`src/rtl/bufstat_pkg.sv`:
```
package bufstat_pkg;

    typedef enum logic [1:0] {
        ST_EMPTY = 2'b00,
        ST_ADDR  = 2'b01,
        ST_XFER  = 2'b10,
        ST_FULL  = 2'b11
    } slot_st_e;

    typedef enum logic [1:0] {
        CMD_STATUS = 2'b00,
        CMD_SEND   = 2'b01,
        CMD_RECV   = 2'b10,
        CMD_MGMT   = 2'b11
    } cmd_e;

    // qword-address field positions
    localparam int CMD_LSB = 0;
    localparam int BIDX_LSB = 2;
    localparam int LEN_LSB = 7;
    localparam int NIB_W = 4;

    function automatic logic [NIB_W-1:0] pack_nibble(slot_st_e snd, slot_st_e rcv);
        return {rcv, snd};
    endfunction

endpackage

```
`src/rtl/bufstat_decode.sv`:
```
module bufstat_decode
    import bufstat_pkg::*;
#(
    parameter int QA_W  = 16,
    parameter int BUF_W = 4,
    parameter int LEN_W = 9
) (
    input  logic             rd,
    input  logic             wr,
    input  logic [QA_W-1:0]  qaddr,
    output logic             status_rd,
    output logic             any_rd,
    output logic             send_wr,
    output logic             recv_wr,
    output logic [BUF_W-1:0] bidx,
    output logic [LEN_W-1:0] len
);
    cmd_e cmd;

    always_comb begin
        cmd       = cmd_e'(qaddr[CMD_LSB +: 2]);
        bidx      = qaddr[BIDX_LSB +: BUF_W];
        len       = qaddr[LEN_LSB +: LEN_W];
        any_rd    = rd;
        status_rd = rd && (cmd == CMD_STATUS);
        send_wr   = wr && (cmd == CMD_SEND);
        recv_wr   = wr && (cmd == CMD_RECV);
    end
endmodule

```
`src/rtl/bufstat_slot.sv`:
```
module bufstat_slot
    import bufstat_pkg::*;
(
    input  logic     clk,
    input  logic     rst,
    input  logic     sel_send,
    input  logic     sel_recv,
    input  logic     start_hit,
    input  logic     done_hit,
    input  logic     valid,
    input  logic     accept,
    output slot_st_e snd_st,
    output slot_st_e rcv_st,
    output logic     send_take,
    output logic     recv_take,
    output logic     irq_ev
);
    logic vld_q, acc_q;
    logic v_rise, a_rise, a_fall;

    always_comb begin
        v_rise    = valid && !vld_q;
        a_rise    = accept && !acc_q;
        a_fall    = !accept && acc_q;
        send_take = sel_send && (snd_st == ST_EMPTY);
        recv_take = sel_recv && (rcv_st == ST_FULL);
        irq_ev    = ((rcv_st == ST_EMPTY) && v_rise) ||
                    ((rcv_st == ST_XFER) && done_hit);
    end

    always_ff @(posedge clk) begin
        if (rst) begin
            vld_q <= 1'b0;
            acc_q <= 1'b0;
        end else begin
            vld_q <= valid;
            acc_q <= accept;
        end
    end

    // send direction
    always_ff @(posedge clk) begin
        if (rst) begin
            snd_st <= ST_EMPTY;
        end else begin
            unique case (snd_st)
                ST_EMPTY: if (sel_send) snd_st <= ST_XFER;
                ST_XFER:  if (a_fall)   snd_st <= ST_FULL;
                ST_FULL:  if (a_rise)   snd_st <= ST_EMPTY;
                default:                snd_st <= ST_EMPTY;
            endcase
        end
    end

    // receive direction
    always_ff @(posedge clk) begin
        if (rst) begin
            rcv_st <= ST_EMPTY;
        end else begin
            unique case (rcv_st)
                ST_EMPTY: if (v_rise)    rcv_st <= ST_FULL;
                ST_FULL:  if (sel_recv)  rcv_st <= ST_ADDR;
                ST_ADDR:  if (start_hit) rcv_st <= ST_XFER;
                ST_XFER:  if (done_hit)  rcv_st <= ST_EMPTY;
                default:                 rcv_st <= ST_EMPTY;
            endcase
        end
    end
endmodule

```
`src/rtl/bufstat_irq.sv`:
```
module bufstat_irq (
    input  logic clk,
    input  logic rst,
    input  logic ev,
    input  logic clr_rd,
    input  logic ack,
    output logic evt_q,
    output logic irq
);
    always_ff @(posedge clk) begin
        if (rst) begin
            evt_q <= 1'b0;
            irq   <= 1'b0;
        end else begin
            evt_q <= ev;
            if (clr_rd)
                irq <= 1'b0;
            else if (evt_q)
                irq <= 1'b1;
            else if (ack)
                irq <= 1'b0;
        end
    end
endmodule

```
`src/rtl/bufstat_irq_ctl.sv`:
```
module bufstat_irq_ctl
    import bufstat_pkg::*;
#(
    parameter int NBUF   = 16,
    parameter int QA_W   = 16,
    parameter int DATA_W = 64,
    parameter int LEN_W  = 9,
    localparam int BUF_W = $clog2(NBUF)
) (
    input  logic              clk,
    input  logic              rst,
    input  logic              req_rd,
    input  logic              req_wr,
    input  logic [QA_W-1:0]   req_qaddr,
    input  logic [DATA_W-1:0] req_data,
    output logic              cpl_valid,
    output logic [DATA_W-1:0] cpl_data,
    input  logic              cpl_done,
    input  logic [NBUF-1:0]   buf_valid,
    input  logic [NBUF-1:0]   buf_accept,
    input  logic              up_start,
    input  logic              up_done,
    input  logic [BUF_W-1:0]  up_bidx,
    output logic              xfer_req,
    output logic              xfer_dir,
    output logic [BUF_W-1:0]  xfer_bidx,
    output logic [LEN_W-1:0]  xfer_len,
    output logic [DATA_W-4:0] xfer_qaddr,
    output logic              irq,
    input  logic              irq_rdy
);
    localparam int STAT_W = NIB_W * NBUF;

    logic             status_rd, any_rd, send_wr, recv_wr;
    logic [BUF_W-1:0] bidx;
    logic [LEN_W-1:0] len;
    slot_st_e         snd_st [NBUF];
    slot_st_e         rcv_st [NBUF];
    logic [NBUF-1:0]  send_take, recv_take, slot_ev;
    logic [DATA_W-1:0] status_word;
    logic             rd_accept;
    logic             evt_q;

    bufstat_decode #(.QA_W(QA_W), .BUF_W(BUF_W), .LEN_W(LEN_W)) u_dec (
        .rd        (req_rd),
        .wr        (req_wr),
        .qaddr     (req_qaddr),
        .status_rd (status_rd),
        .any_rd    (any_rd),
        .send_wr   (send_wr),
        .recv_wr   (recv_wr),
        .bidx      (bidx),
        .len       (len)
    );

    for (genvar i = 0; i < NBUF; i++) begin : g_slot
        bufstat_slot u_slot (
            .clk       (clk),
            .rst       (rst),
            .sel_send  (send_wr && (bidx == BUF_W'(i))),
            .sel_recv  (recv_wr && (bidx == BUF_W'(i))),
            .start_hit (up_start && (up_bidx == BUF_W'(i))),
            .done_hit  (up_done && (up_bidx == BUF_W'(i))),
            .valid     (buf_valid[i]),
            .accept    (buf_accept[i]),
            .snd_st    (snd_st[i]),
            .rcv_st    (rcv_st[i]),
            .send_take (send_take[i]),
            .recv_take (recv_take[i]),
            .irq_ev    (slot_ev[i])
        );
    end

    always_comb begin
        status_word = '0;
        for (int i = 0; i < NBUF; i++)
            status_word[NIB_W*i +: NIB_W] = pack_nibble(snd_st[i], rcv_st[i]);
    end

    assign rd_accept = any_rd && !cpl_valid;

    // read completion: snapshot on accept, hold until consumed
    always_ff @(posedge clk) begin
        if (rst) begin
            cpl_valid <= 1'b0;
            cpl_data  <= '0;
        end else if (rd_accept) begin
            cpl_valid <= 1'b1;
            cpl_data  <= status_rd ? status_word : '0;
        end else if (cpl_valid && cpl_done) begin
            cpl_valid <= 1'b0;
        end
    end

    // transfer request toward the data mover
    always_ff @(posedge clk) begin
        if (rst) begin
            xfer_req   <= 1'b0;
            xfer_dir   <= 1'b0;
            xfer_bidx  <= '0;
            xfer_len   <= '0;
            xfer_qaddr <= '0;
        end else begin
            xfer_req <= (|send_take) || (|recv_take);
            if ((|send_take) || (|recv_take)) begin
                xfer_dir   <= |recv_take;
                xfer_bidx  <= bidx;
                xfer_len   <= len;
                xfer_qaddr <= req_data[DATA_W-1:3];
            end
        end
    end

    bufstat_irq u_irq (
        .clk    (clk),
        .rst    (rst),
        .ev     (|slot_ev),
        .clr_rd (rd_accept && status_rd),
        .ack    (irq_rdy),
        .evt_q  (evt_q),
        .irq    (irq)
    );

    if (STAT_W > DATA_W) begin : g_bad_cfg
        initial $error("status word does not fit completion width");
    end
endmodule

```
`config.mk`:
```
export PLATFORM = sky130hd
export DESIGN_NAME = bufstat_irq_ctl
export DESIGN_NICKNAME = d
export VERILOG_FILES = /design/src/rtl/bufstat_pkg.sv /design/src/rtl/bufstat_decode.sv /design/src/rtl/bufstat_slot.sv /design/src/rtl/bufstat_irq.sv /design/src/rtl/bufstat_irq_ctl.sv
export SDC_FILE = /design/constraint.sdc
export NUM_CORES = 1
export LEC_CHECK = 0
export BUFFER_PORTS_ARGS = -buffer_cell sky130_fd_sc_hd__buf_2
export CAP_MARGIN = 20
export CORE_ASPECT_RATIO = 1.25
export CORE_UTILIZATION = 35
export DETAILED_ROUTE_END_ITERATION = 7
export HOLD_SLACK_MARGIN = 0.1
export SLEW_MARGIN = 15
export SYNTH_ARGS = -nofsm -noshare
export SYNTH_HDL_FRONTEND = slang
export SYNTH_SLANG_ARGS = --single-unit
```
`constraint.sdc`:
```
create_clock -name clk -period 2.4 [get_ports clk]
set_input_delay 0.48 -clock clk [delete_from_list [all_inputs] [get_ports clk]]
set_output_delay 0.48 -clock clk [all_outputs]
set_load 0.01 [all_outputs]
```
Word level (Yosys, flattened, before mapping)
Cells that the tools add are included.

Input port bits: 124. Word-level logic and storage cells: 767. Output and inout port bits: 142. Memories: 0. Latch bits: 0. RAM bits: 0. ROM bits: 0. Bits in registers: 239.

Reductions and logical operators: 321. Add/subtract/negate cells: 0. Shift operators: 0. Bitwise operators: 0. $mul: 0. Equal/unequal tests: 224. Divide/modulo/power cells: 0. Multiplexer cells: 149. $lt $le $gt $ge: 0.

Operators by type and width (count): $mux 2 (112); $ne 2x1->1 const B (112); $logic_and 1x1->1 (182); $eq 2x2->1 const B (65); $pmux 2 s4 (16); $pmux 2 s3 (16); $logic_not 2->1 (33); $eq 4x4->1 const B (16); $mux 64 (1); $reduce_and 4->1 (16); $logic_not 1->1 (49); $reduce_and 3->1 (16); $reduce_or 16->1 (3); $eq 2x1->1 const B (17); $eq 4x3->1 const B (8); $logic_or 1x1->1 (17); $eq 4x2->1 const B (4); $eq 4x1->1 const B (2); $logic_not 4->1 (2); $mux 1 (4); $reduce_bool 2->1 (2); $reduce_or 2->1 (1).

Logic depth before layout (Yosys ltp)
Word-level depth: 6. Gate-level depth with buffers: 11. Mapped depth without buffers: 8.

By module
A second synthesis with hierarchy kept.

Cells, all modules: 1328. Area total of the unflattened synthesis: 12172.9 um^2.

By module, submodules not included: bufstat_irq_ctl (seq. area each 2822.7 um^2, cells an instance 730, area each 6248.5 um^2, instances 1); bufstat_slot (g_slot[0].u_slot ...) (seq. area each 120.1 um^2, cells an instance 36, area each 360.3 um^2, instances 15); bufstat_slot (g_slot[7].u_slot) (seq. area each 120.1 um^2, cells an instance 35, area each 312.8 um^2, instances 1); bufstat_decode (seq. area each 0.0 um^2, cells an instance 17, area each 135.1 um^2, instances 1); bufstat_irq (seq. area each 40.0 um^2, cells an instance 6, area each 71.3 um^2, instances 1).

Least setup slack after synthesis
Ideal clock, no wire load.

Path kind: input -> register. Start: input req_qaddr[3]. End: register xfer_bidx[0]. Data required time: 2.328 ns. Stages on the path: 11. Library setup time: 0.072 ns. Arrival time: 2.124 ns. Buffers on the path: 5. Path slack: 0.204 ns. Cells stage by stage: buf_4 nor2b_1 buf_2 a22oi_2 o2bb2ai_1 o311a_1 nor2b_4 buf_6 buf_12 buf_8 mux2i_1.

Cells in the longest elaborated chain, start to end: 5. Elaborated cells on any way between the ends: 83. Classes of those cells: eq/ne (15); reduce/logical (68).

RTL lines: start: declaration (line bufstat_irq_ctl.sv:14) `input logic [QA_W-1:0] req_qaddr,`; $eq 4x1->1, or another cell as far along (line bufstat_irq_ctl.sv:60, bufstat_irq_ctl.sv:61); $logic_and 1x1->1, on equally long branches (line bufstat_irq_ctl.sv:60, bufstat_irq_ctl.sv:61); $logic_and 1x1->1, on equally long branches (line bufstat_slot.sv:25, bufstat_slot.sv:26); $reduce_or 16->1 (line bufstat_irq_ctl.sv:105) `if ((|send_take) || (|recv_take)) begin`; $logic_or 1x1->1 * (line bufstat_irq_ctl.sv:105); end signal: assignment (line bufstat_irq_ctl.sv:107) `xfer_bidx <= bidx;`; end: declaration (line bufstat_irq_ctl.sv:26) `output logic [BUF_W-1:0] xfer_bidx,`.

Mark *: on every way between the ends. The rest lies on a longest branch, timed or not. A chain may end at the register's enable or synchronous reset.

Worst setup path in the final report
Start: register g_slot[8].u_slot.rcv_st[0]. End: register xfer_qaddr[25].

Cells in the longest elaborated chain, start to end: 4.

RTL lines: start: declaration (line bufstat_slot.sv:13) `output slot_st_e rcv_st,`; start signal: assignment (line bufstat_slot.sv:58) `rcv_st <= ST_EMPTY;`; start signal: assignment (line bufstat_slot.sv:61) `ST_EMPTY: if (v_rise) rcv_st <= ST_FULL;`; start signal: assignment (line bufstat_slot.sv:62) `ST_FULL: if (sel_recv) rcv_st <= ST_ADDR;`; $eq 2x2->1 (line bufstat_slot.sv:26) `recv_take = sel_recv && (rcv_st == ST_FULL);`; $logic_and 1x1->1 (line bufstat_slot.sv:26); $reduce_or 16->1 (line bufstat_irq_ctl.sv:105); $logic_or 1x1->1 (line bufstat_irq_ctl.sv:105); end signal: assignment (line bufstat_irq_ctl.sv:109) `xfer_qaddr <= req_data[DATA_W-1:3];`; end: declaration (line bufstat_irq_ctl.sv:28) `output logic [DATA_W-4:0] xfer_qaddr,`.

Every way passes these cells.

==> metrics <==
insertion delay of the later-clocked pin in the worst-skew pair approximately 0.55 ns; Routed WL per cell 16.99 um; Startpoint Class flip-flop; vias after detailed routing around 9500; hpwl dp between 20 and 25 mm; Post-Synthesis Cells about 1200; fraction of met1 tracks used by global routing a little over a fifth; area occupied by multi-input gates a little under 0.006 mm^2; slowest stage delay, CP 0.46 ns; period utilisation layout approximately 94%; fraction of synthesized cell area in xor and xnor cells 0%; height of the die around 200 um; first-pass GRT wire length about 50 mm; worst path cell trace ha_1, mux4_2, mux2i_1, nand2_1, o311a_4, nor2b_4, buf_12, buf_12, mux2i_1; number of placement rows slightly above 70; count of clock tree sinks 239; kind of end point of the critical path flip-flop; # IOs 266; result of the run complete, no violations; warning count from the yosys run 0; ratio of cells with drive above 1 in the final layout between 20% and 30%; hold crit path type in2reg; post-layout net count approximately 1700; Post-Route Utilization about 45%; EDFF count, synth 0; endpoint required time on the critical path about 2.9 ns; initial cell density of the core a little over a third; post-synthesis mux area share roughly 8.5%; GR met2 Demand/Resource between 30% and 40%; area of all sequential standard cells 0.004785 mm^2; die area between 0.03 and 0.04 mm^2; core area about 0.031 mm^2; weighted congestion reported at the end of routability-driven placement 0.9091; total congestion overflow 0; Worst Hold Margin ~0.17 ns; Power Density approximately 820 mW/mm^2; Hold Fails Final Rpt 0; antenna violation net count after detailed routing 0; sum of negative setup slack 0 ns; unrepaired setup endpoints after global routing false; buffer type at the clock tree root sky130_fd_sc_hd__clkbuf_16; Vias/cell 4.967; pin count of the biggest net entering global routing approximately 100; per-instance average area after synthesis 9.171 um^2; TritonCTS clock tree built; number of port buffers roughly 260; max cap viols 0; maximum clock insertion buffer count 3; Critical Path Slowest Stage Cell sky130_fd_sc_hd__mux4_2; Adder-Cell Fraction of Synth Area slightly above 7%; H-tree depth 1; crit path kind reg2reg; fraction of registers with async set or reset after synthesis 0%; leading cell types in the layout, fill and taps excluded sky130_fd_sc_hd__buf_2 (260), sky130_fd_sc_hd__dfxtp_1 (239), sky130_fd_sc_hd__nand2b_1 (165); maximum clock rate 443.0 MHz; Synth Net Count between 1000 and 1500; ys flop type sky130_fd_sc_hd__dfxtp_1; cts-stage hold buffer count 0; die outline width 161.9 um; number of antenna violations at the first check in global routing 9; largest family of logic cells by synthesized area simple AND/OR/NAND/NOR gates; GR met3 Demand/Resource about 4.9%; clock transition at the registers of the reported paths roughly 0.060 ns; total routed wirelength 32.59 mm; register area share after synthesis between 40% and 50%; total global-route track usage 19.50%; total iterations of the first detailed-routing run 5; count of final max-slew check failures 0; Crit Path Max Fanout 15; leakage power of the design around 6.5 nW; worst slew margin relative to its limit 57.46%; number of setup buffers added after CTS 0; Final Critical Period 2.257 ns; unique cell type count in the Yosys netlist 54; via count of the first global-routing pass about 9000; leading cell type in the layout, fill and taps excluded sky130_fd_sc_hd__buf_2; Synth Area in Compound Gates 12.72%; number of clock buffers inserted by TritonCTS 26; DRC Markers 0; post-synthesis instance area roughly 0.011 mm^2; Critical Path AT approximately 2.7 ns; post-layout power 0.01142 W; worst clock skew roughly 0.012 ns; slew at the pin closest to its max-slew limit roughly 0.64 ns; gr busiest metal met2; Area growth syn-to-layout 24.83%; # fillers ~3100; First DRT Iteration DRCs between 500 and 600; post-synthesis sequential element count between 200 and 250; basic-gate share of the synthesized area counting and, or, nand and nor cells between 20% and 30%; Max IR drop VDD between 0.5 and 0.6 mV; number of setup violations in the final report 0
cell families (layout without fill, tap and decap cells):
| logic type | Yosys count | in the layout |
|---|---|---|
| and+or+nand+nor | 474 | 474 |
| DFF | 239 | 239 |
| adders and majority gates | 64 | 64 |
| buffers and inverters | 127 | 414 |
| other | 0 | 4 |
| muxes | 91 | 91 |
| AOI/OAI and AO/OA | 225 | 225 |
per-layer routing:
metal	share of wire, %	up-vias
met5	0.19	-
met4	3.1	8
li1	-	4721
met2	51	320
met3	7.4	63
met1	39	4415
worst max-delay path, delay by kind of cell (launching register included):
kind | cells | cell delay, ns
AOI/OAI and AO/OA | 1 | 0.15
adders and majority gates | 1 | 0.27
buffers and inverters | 2 | 0.34
DFF | 1 | 0.36
muxes | 3 | 0.83
and+or+nand+nor | 2 | 0.22
final timing paths:
| check | startpoint | endpoint | slack (ns) | cells after the start |
|---|---|---|---|---|
| setup / recovery | g_slot[8].u_slot.rcv_st[0] | xfer_qaddr[25] | 0.14 | 9 |
| hold / removal | buf_valid[7] | g_slot[7].u_slot.vld_q | 0.17 | 3 |
| setup reg to reg | g_slot[8].u_slot.rcv_st[0] | xfer_qaddr[25] | 0.14 | 9 |
| hold reg to reg | xfer_qaddr[14] | xfer_qaddr[14] | 0.47 | 2 |
registers in the layout (all words and copies together), names as in the netlist:
register              count
u_irq.irq                 1
xfer_dir                  1
g_slot.u_slot.rcv_st     32
g_slot.u_slot.acc_q      16
cpl_valid                 1
xfer_req                  1
xfer_bidx                 4
u_irq.evt_q               1
g_slot.u_slot.snd_st     32
cpl_data                 64
xfer_qaddr               61
g_slot.u_slot.vld_q      16
xfer_len                  9
per-stage QoR:
step | cell area [um^2] | worst slack [ns] | instances
2_1_floorplan | 11190 | 0.2044 | 1220
3_3_place_gp | 13040 | -0.001176 | 1866
3_5_place_dp | 13040 | -0.07024 | 1866
4_1_cts | 13940 | 0.08327 | 1914
5_1_grt | 13960 | 0.002914 | 1915
6_report | 13970 | 0.1425 | 1918
final cells by class:
| class | instances | share of cell area (%) |
|---|---|---|
| Sequential cell | 239 | 34.26 |
| Timing Repair Buffer | 309 | 12.43 |
| Clock inverter | 8 | 0.5734 |
| Multi-Input combinational cell | 854 | 41.59 |
| Inverter | 57 | 1.532 |
| Antenna cell | 4 | 0.07167 |
| Tap cell | 407 | 3.646 |
| Clock buffer | 40 | 5.904 |
timing repair:
action                                  in CTS  in global routing
endpoints found under the setup margin       0                 19
hold endpoints to repair                     0                  0
gates resized for setup                      0                  1
report_power, final:
group          total, W  switching, W  internal, W
sequential      0.00462      0.000316      0.00431
combinational   0.00264       0.00143      0.00120
clock           0.00415       0.00168      0.00247
total            0.0114       0.00343      0.00798
synth_stat cells (5+ instances only):
cell type / number / area, um^2
sky130_fd_sc_hd__a211oi_1: 14 / 105.1
sky130_fd_sc_hd__a21oi_1: 44 / 220.2
sky130_fd_sc_hd__a22oi_1: 65 / 488.0
sky130_fd_sc_hd__a31oi_1: 9 / 56.30
sky130_fd_sc_hd__buf_1: 8 / 30.03
sky130_fd_sc_hd__buf_12: 5 / 100.1
sky130_fd_sc_hd__buf_4: 5 / 37.54
sky130_fd_sc_hd__clkbuf_1: 45 / 168.9
sky130_fd_sc_hd__dfxtp_1: 239 / 4785
sky130_fd_sc_hd__ha_1: 64 / 800.8
sky130_fd_sc_hd__inv_1: 57 / 214.0
sky130_fd_sc_hd__mux2_2: 14 / 157.7
sky130_fd_sc_hd__mux2i_1: 75 / 750.7
sky130_fd_sc_hd__nand2_1: 29 / 108.9
sky130_fd_sc_hd__nand2b_1: 166 / 1039
sky130_fd_sc_hd__nand3_1: 11 / 55.05
sky130_fd_sc_hd__nand3b_1: 23 / 172.7
sky130_fd_sc_hd__nand4_1: 18 / 112.6
sky130_fd_sc_hd__nor2_1: 132 / 495.5
sky130_fd_sc_hd__nor2b_1: 29 / 181.4
sky130_fd_sc_hd__nor3_1: 21 / 105.1
sky130_fd_sc_hd__nor3b_1: 15 / 112.6
sky130_fd_sc_hd__o21ai_0: 69 / 345.3
sky130_fd_sc_hd__o31ai_1: 5 / 37.54
sky130_fd_sc_hd__or2_2: 9 / 56.30
(Power assumes the default switching activity.)
